==> src/rtl/serexp_pkg.sv <==
package serexp_pkg;

    typedef enum logic [1:0] {
        ROLE_RESET   = 2'd0,
        ROLE_ENABLE  = 2'd1,
        ROLE_DISABLE = 2'd2,
        ROLE_SPARE   = 2'd3
    } role_e;

    typedef enum logic [1:0] {
        PH_IDLE,
        PH_BIT_LO,
        PH_BIT_HI,
        PH_LATCH_LO
    } phase_e;

    typedef struct packed {
        logic shift_clk;
        logic latch_clk;
        logic data;
    } pins_t;

    // Level of one output in the hold frame (second = 0) or the release frame (second = 1).
    function automatic logic role_level(input logic [1:0] code, input logic second);
        case (role_e'(code))
            ROLE_RESET:  return second;
            ROLE_ENABLE: return 1'b1;
            default:     return 1'b0;
        endcase
    endfunction

endpackage

==> src/rtl/serexp_timer.sv <==
module serexp_timer #(
    parameter int DELAY_CYCLES = 4
) (
    input  logic clk,
    input  logic rst,
    input  logic load,
    output logic expired
);
    localparam int CNT_W = (DELAY_CYCLES > 1) ? $clog2(DELAY_CYCLES) : 1;
    localparam logic [CNT_W-1:0] RELOAD = CNT_W'(DELAY_CYCLES - 1);

    logic [CNT_W-1:0] cnt_q;

    always_ff @(posedge clk) begin
        if (rst)
            cnt_q <= '0;
        else if (load)
            cnt_q <= RELOAD;
        else if (cnt_q != '0)
            cnt_q <= cnt_q - 1'b1;
    end

    assign expired = (cnt_q == '0);

endmodule

==> src/rtl/serexp_pattern.sv <==
module serexp_pattern #(
    parameter int                      NUM_BITS = 8,
    parameter logic [2*NUM_BITS-1:0]   ROLE_MAP = 16'h5002
) (
    output logic [NUM_BITS-1:0] hold_pat,
    output logic [NUM_BITS-1:0] release_pat
);
    import serexp_pkg::*;

    for (genvar i = 0; i < NUM_BITS; i++) begin : g_bit
        assign hold_pat[i]    = role_level(ROLE_MAP[2*i +: 2], 1'b0);
        assign release_pat[i] = role_level(ROLE_MAP[2*i +: 2], 1'b1);
    end

endmodule

==> src/rtl/serial_expander_seq.sv <==
module serial_expander_seq #(
    parameter int                    NUM_BITS     = 8,
    parameter int                    DELAY_CYCLES = 50000,
    parameter logic [2*NUM_BITS-1:0] ROLE_MAP     = 16'h5002
) (
    input  logic clk,
    input  logic rst,
    input  logic start_i,
    output logic ser_data_o,
    output logic shift_clk_o,
    output logic latch_clk_o,
    output logic done_o
);
    import serexp_pkg::*;

    localparam int                IDX_W   = (NUM_BITS > 1) ? $clog2(NUM_BITS) : 1;
    localparam logic [IDX_W-1:0]  IDX_TOP = IDX_W'(NUM_BITS - 1);

    phase_e              phase_q;
    pins_t               pins_q;
    logic                frame_q;
    logic [IDX_W-1:0]    idx_q;
    logic [IDX_W-1:0]    idx_nxt;
    logic                done_q;
    logic                expired;
    logic                advance;
    logic                load;
    logic [NUM_BITS-1:0] hold_pat;
    logic [NUM_BITS-1:0] release_pat;
    logic [NUM_BITS-1:0] cur_pat;

    serexp_pattern #(
        .NUM_BITS (NUM_BITS),
        .ROLE_MAP (ROLE_MAP)
    ) u_pattern (
        .hold_pat    (hold_pat),
        .release_pat (release_pat)
    );

    serexp_timer #(
        .DELAY_CYCLES (DELAY_CYCLES)
    ) u_timer (
        .clk     (clk),
        .rst     (rst),
        .load    (load),
        .expired (expired)
    );

    always_comb begin
        advance = (phase_q != PH_IDLE) && expired;
        load    = advance || ((phase_q == PH_IDLE) && start_i);
        cur_pat = frame_q ? release_pat : hold_pat;
        idx_nxt = idx_q - 1'b1;
    end

    always_ff @(posedge clk) begin
        if (rst) begin
            phase_q <= PH_IDLE;
            pins_q  <= '0;
            frame_q <= 1'b0;
            idx_q   <= '0;
            done_q  <= 1'b0;
        end else begin
            done_q <= 1'b0;
            case (phase_q)
                PH_IDLE: begin
                    if (start_i) begin
                        phase_q          <= PH_BIT_LO;
                        frame_q          <= 1'b0;
                        idx_q            <= IDX_TOP;
                        pins_q.shift_clk <= 1'b0;
                        pins_q.data      <= hold_pat[IDX_TOP];
                    end
                end
                PH_BIT_LO: begin
                    if (advance) begin
                        phase_q          <= PH_BIT_HI;
                        pins_q.shift_clk <= 1'b1;
                    end
                end
                PH_BIT_HI: begin
                    if (advance) begin
                        if (idx_q == '0) begin
                            phase_q          <= PH_LATCH_LO;
                            pins_q.latch_clk <= 1'b0;
                        end else begin
                            phase_q          <= PH_BIT_LO;
                            idx_q            <= idx_nxt;
                            pins_q.shift_clk <= 1'b0;
                            pins_q.data      <= cur_pat[idx_nxt];
                        end
                    end
                end
                PH_LATCH_LO: begin
                    if (advance) begin
                        pins_q.latch_clk <= 1'b1;
                        if (!frame_q) begin
                            phase_q          <= PH_BIT_LO;
                            frame_q          <= 1'b1;
                            idx_q            <= IDX_TOP;
                            pins_q.shift_clk <= 1'b0;
                            pins_q.data      <= release_pat[IDX_TOP];
                        end else begin
                            phase_q     <= PH_IDLE;
                            pins_q.data <= 1'b0;
                            done_q      <= 1'b1;
                        end
                    end
                end
                default: phase_q <= PH_IDLE;
            endcase
        end
    end

    assign ser_data_o  = pins_q.data;
    assign shift_clk_o = pins_q.shift_clk;
    assign latch_clk_o = pins_q.latch_clk;
    assign done_o      = done_q;

endmodule

==> config.mk <==
export PLATFORM = sky130hd
export DESIGN_NAME = serial_expander_seq
export DESIGN_NICKNAME = d
export VERILOG_FILES = /design/src/rtl/serexp_pkg.sv /design/src/rtl/serexp_timer.sv /design/src/rtl/serexp_pattern.sv /design/src/rtl/serial_expander_seq.sv
export SDC_FILE = /design/constraint.sdc
export NUM_CORES = 1
export LEC_CHECK = 0
export BUFFER_PORTS_ARGS = -buffer_cell sky130_fd_sc_hd__buf_2
export CORE_MARGIN = 8
export CORE_UTILIZATION = 57
export CTS_BUF_LIST = sky130_fd_sc_hd__clkbuf_8 sky130_fd_sc_hd__clkbuf_16
export CTS_CLUSTER_DIAMETER = 50
export DETAILED_ROUTE_END_ITERATION = 12
export PLACE_DENSITY = 0.74
export SYNTH_ARGS = -nofsm -noshare
export SYNTH_HDL_FRONTEND = slang
export SYNTH_HIERARCHICAL = 1
export SYNTH_SLANG_ARGS = --single-unit
==> constraint.sdc <==
create_clock -name clk -period 3.2 [get_ports clk]
set_input_delay 0.16 -clock clk [delete_from_list [all_inputs] [get_ports clk]]
set_output_delay 0.16 -clock clk [all_outputs]
set_load 0.03 [all_outputs]
==> results.ini <==
[outcome]
status=finished, final reports clean

[drt]
viasPerCell=6.10
dr.pass1.iters=4
avgRoutedWirePerCell_um=14.7
wirelength_um=3650
drtIter0Drc=117
ant_nets=0
drc=0
vias=1514

[sta]
finalCritPeriodShare_pct=89.7
clock_skew_ns=0.00264
maxSlewViolCount=0
period_needed_ns=2.87
finalHoldViolCount=0
worst_slack_ns=0.329
timing.fmax_ghz=0.348
setup_violations=0
fin_tns_setup_ns=0

[clock_network]
cts_made_buffers=3
cts_tree=built
clk_latency_ns=0.27
clock-sinks=26
ctsRootBufferMaster=clkbuf_8
holdBufCountCts=0
h-tree-depth=1
path_clk_slew_ns=0.09
clock_path_buffers=2

[critical_path]
r2r_slack_ns=0.33
slowest_stage=or3b_2
reg2regPathDepth=11
crit_type=reg2reg
worstPathCellList=inv_1, ha_1, or3b_2, nor4_2, nand2_1, inv_1, nand2b_1, nand2_1, inv_1, and4b_2, a2111oi_0
r2r_end=u_timer/cnt_q[8]
crit_required_ns=3.35
crit_path_end_kind=flip-flop
cp.arrival_ns=3.02
cp-endpoint=u_timer/cnt_q[8]
max_stage_delay_ns=0.51
reg2reg_from=u_timer/cnt_q[0]
cp_max_fo=6
crit_start=u_timer/cnt_q[0]
crit_top_cell=inv_1
cp-start-kind=flip-flop

[floorplanning]
die_area_um2=5050
die_w_um=71.1
core-area_um2=2980
initial_core_util_pct=58.0
die_y_um=71.1
num_rows=20
pin_count=7

[place]
place_congestion=0.835
dpl-instance-area_um2=1710
port_buffers=6
pre_cts_ws_ns=0.331
placedCellCount=244
place_hpwl_um=2650

[yosys]
synth.top_cells.by_count=26 x dfxtp_1, 17 x nand2_1, 17 x nor2_1
synth_edf_count=0
yosysWarnings=6
avgSynthCellArea_um2=8.15
synth_area_leader_cell=dfxtp_1
synth-seq-cells=26
ys_async_sr_fraction_pct=0
ys_seq_area_share_pct=30.1
synthFlopType=dfxtp_1
postSynthCellCount=212
netlist_top_cells_area=dfxtp_1 30%, buf_4 7.0%, ha_1 5.8%
synth_top_area_share_pct=30.1
yosysMostFrequentCell=dfxtp_1
synth.distinct_cells=49
syn_area_um2=1730

[final_layout]
syn_to_final_growth_pct=2.39
n_antenna_cell=0
fin_nets=227
design_area_um2=1770
drive_above_1_share_pct=10.2
fin_cells=248

[global_route]
grt_pass1_wl_um=6270
grt_overflow=0
grt_pass1_vias=1470
grt_max_degree=24
antenna_found_initial=0
grt_usage_pct=14.8

[power]
power_density_nw_per_um2=842
ir_drop_mv=0.509
p_total_mw=1.49
leakagePower_nw=0.699

[min_path]
min_path_type=in2reg

[flow_run]
max_cap_violations=0

-- cell type report --
class,instances,area (um2)
Fill cell,273,1210
Multi-Input combinational cell,167,1070
Sequential cell,26,520
Clock buffer,4,55.1
Inverter,11,41.3
Tap cell,33,41.3
Timing Repair Buffer,7,37.5
-- worst min path at each step --
stage / start / endpoint / slack (ns) / cells after the start
after detailed placement: idx_q[2] / idx_q[2] / 0.47 / 2
after global placement: idx_q[1] / idx_q[1] / 0.45 / 2
after global routing: start_i / frame_q / 0.22 / 4
after CTS: start_i / frame_q / 0.20 / 4
after floorplan: rst / u_timer/cnt_q[5] / 0.34 / 2
final: start_i / frame_q / 0.21 / 4
-- logic make-up (layout without fill, tap and decap cells) --
family	count (synthesis)	after routing	synth area share, %
other cells	2	16	0.435
flops	26	26	30.1
mux	9	9	6.88
fa+ha+maj	8	8	5.79
buf+inv	33	22	11.2
simple gates	80	80	25.6
compound gates	54	54	20.0
-- per-stage QoR --
stage | hold WS [ns] | utilization, %
3_5_place_dp | 0.469 | 57.4
3_3_place_gp | 0.452 | 57.4
5_1_grt | 0.222 | 59.4
4_1_cts | 0.200 | 59.2
6_report | 0.205 | 59.4
2_1_floorplan | 0.336 | -
-- sequential cells by signal (all words and copies together), names as in the netlist --
signal         count
idx_q              3
frame_q            1
u_timer/cnt_q     16
ser_data_o         1
shift_clk_o        1
done_o             1
latch_clk_o        1
phase_q            2
-- report_power, final --
part           total (mW)  internal (mW)  switching (mW)
sequential          0.508          0.417          0.0914
combinational       0.769          0.308           0.461
clock               0.212          0.110           0.103
total                1.49          0.834           0.655
-- what timing repair did --
item	in CTS	in global routing
resized for setup	0	1
setup buffers	0	0
setup endpoints to repair	0	1
-- layout by cell type, fill, tap and decap left out, drive strengths merged, types with 2 or more instances in the layout --
cell / instances
clkbuf: 4
mux4: 2
nand2: 17
and4: 2
a21o: 2
dfxtp: 26
ha: 8
nor3b: 2
nor3: 9
nand2b: 5
nor2: 17
a21oi: 16
mux2i: 7
o211ai: 2
o31ai: 2
buf: 7
a31oi: 5
o21a: 2
or3: 5
or2: 2
nor4: 4
inv: 11
or4: 5
a221oi: 2
nand3: 2
conb: 16
o21ai: 12
nor2b: 5
a211oi: 5
-- per-layer routing --
| layer | share of wire (%) | global-route usage, % |
|---|---|---|
| met3 | 2.8 | 2.97 |
| met5 | 0 | 0 |
| met4 | 1.2 | 4.39 |
| met2 | 52 | 27.6 |
| met1 | 44 | 16.4 |
-- critical path, delay by kind of cell, from the launching register on --
family	cells	cell delay (ns)
compound gates	1	0.36
buf+inv	3	0.33
fa+ha+maj	1	0.20
flops	1	0.35
simple gates	6	1.52
Power figures use the tool's default switching activity.
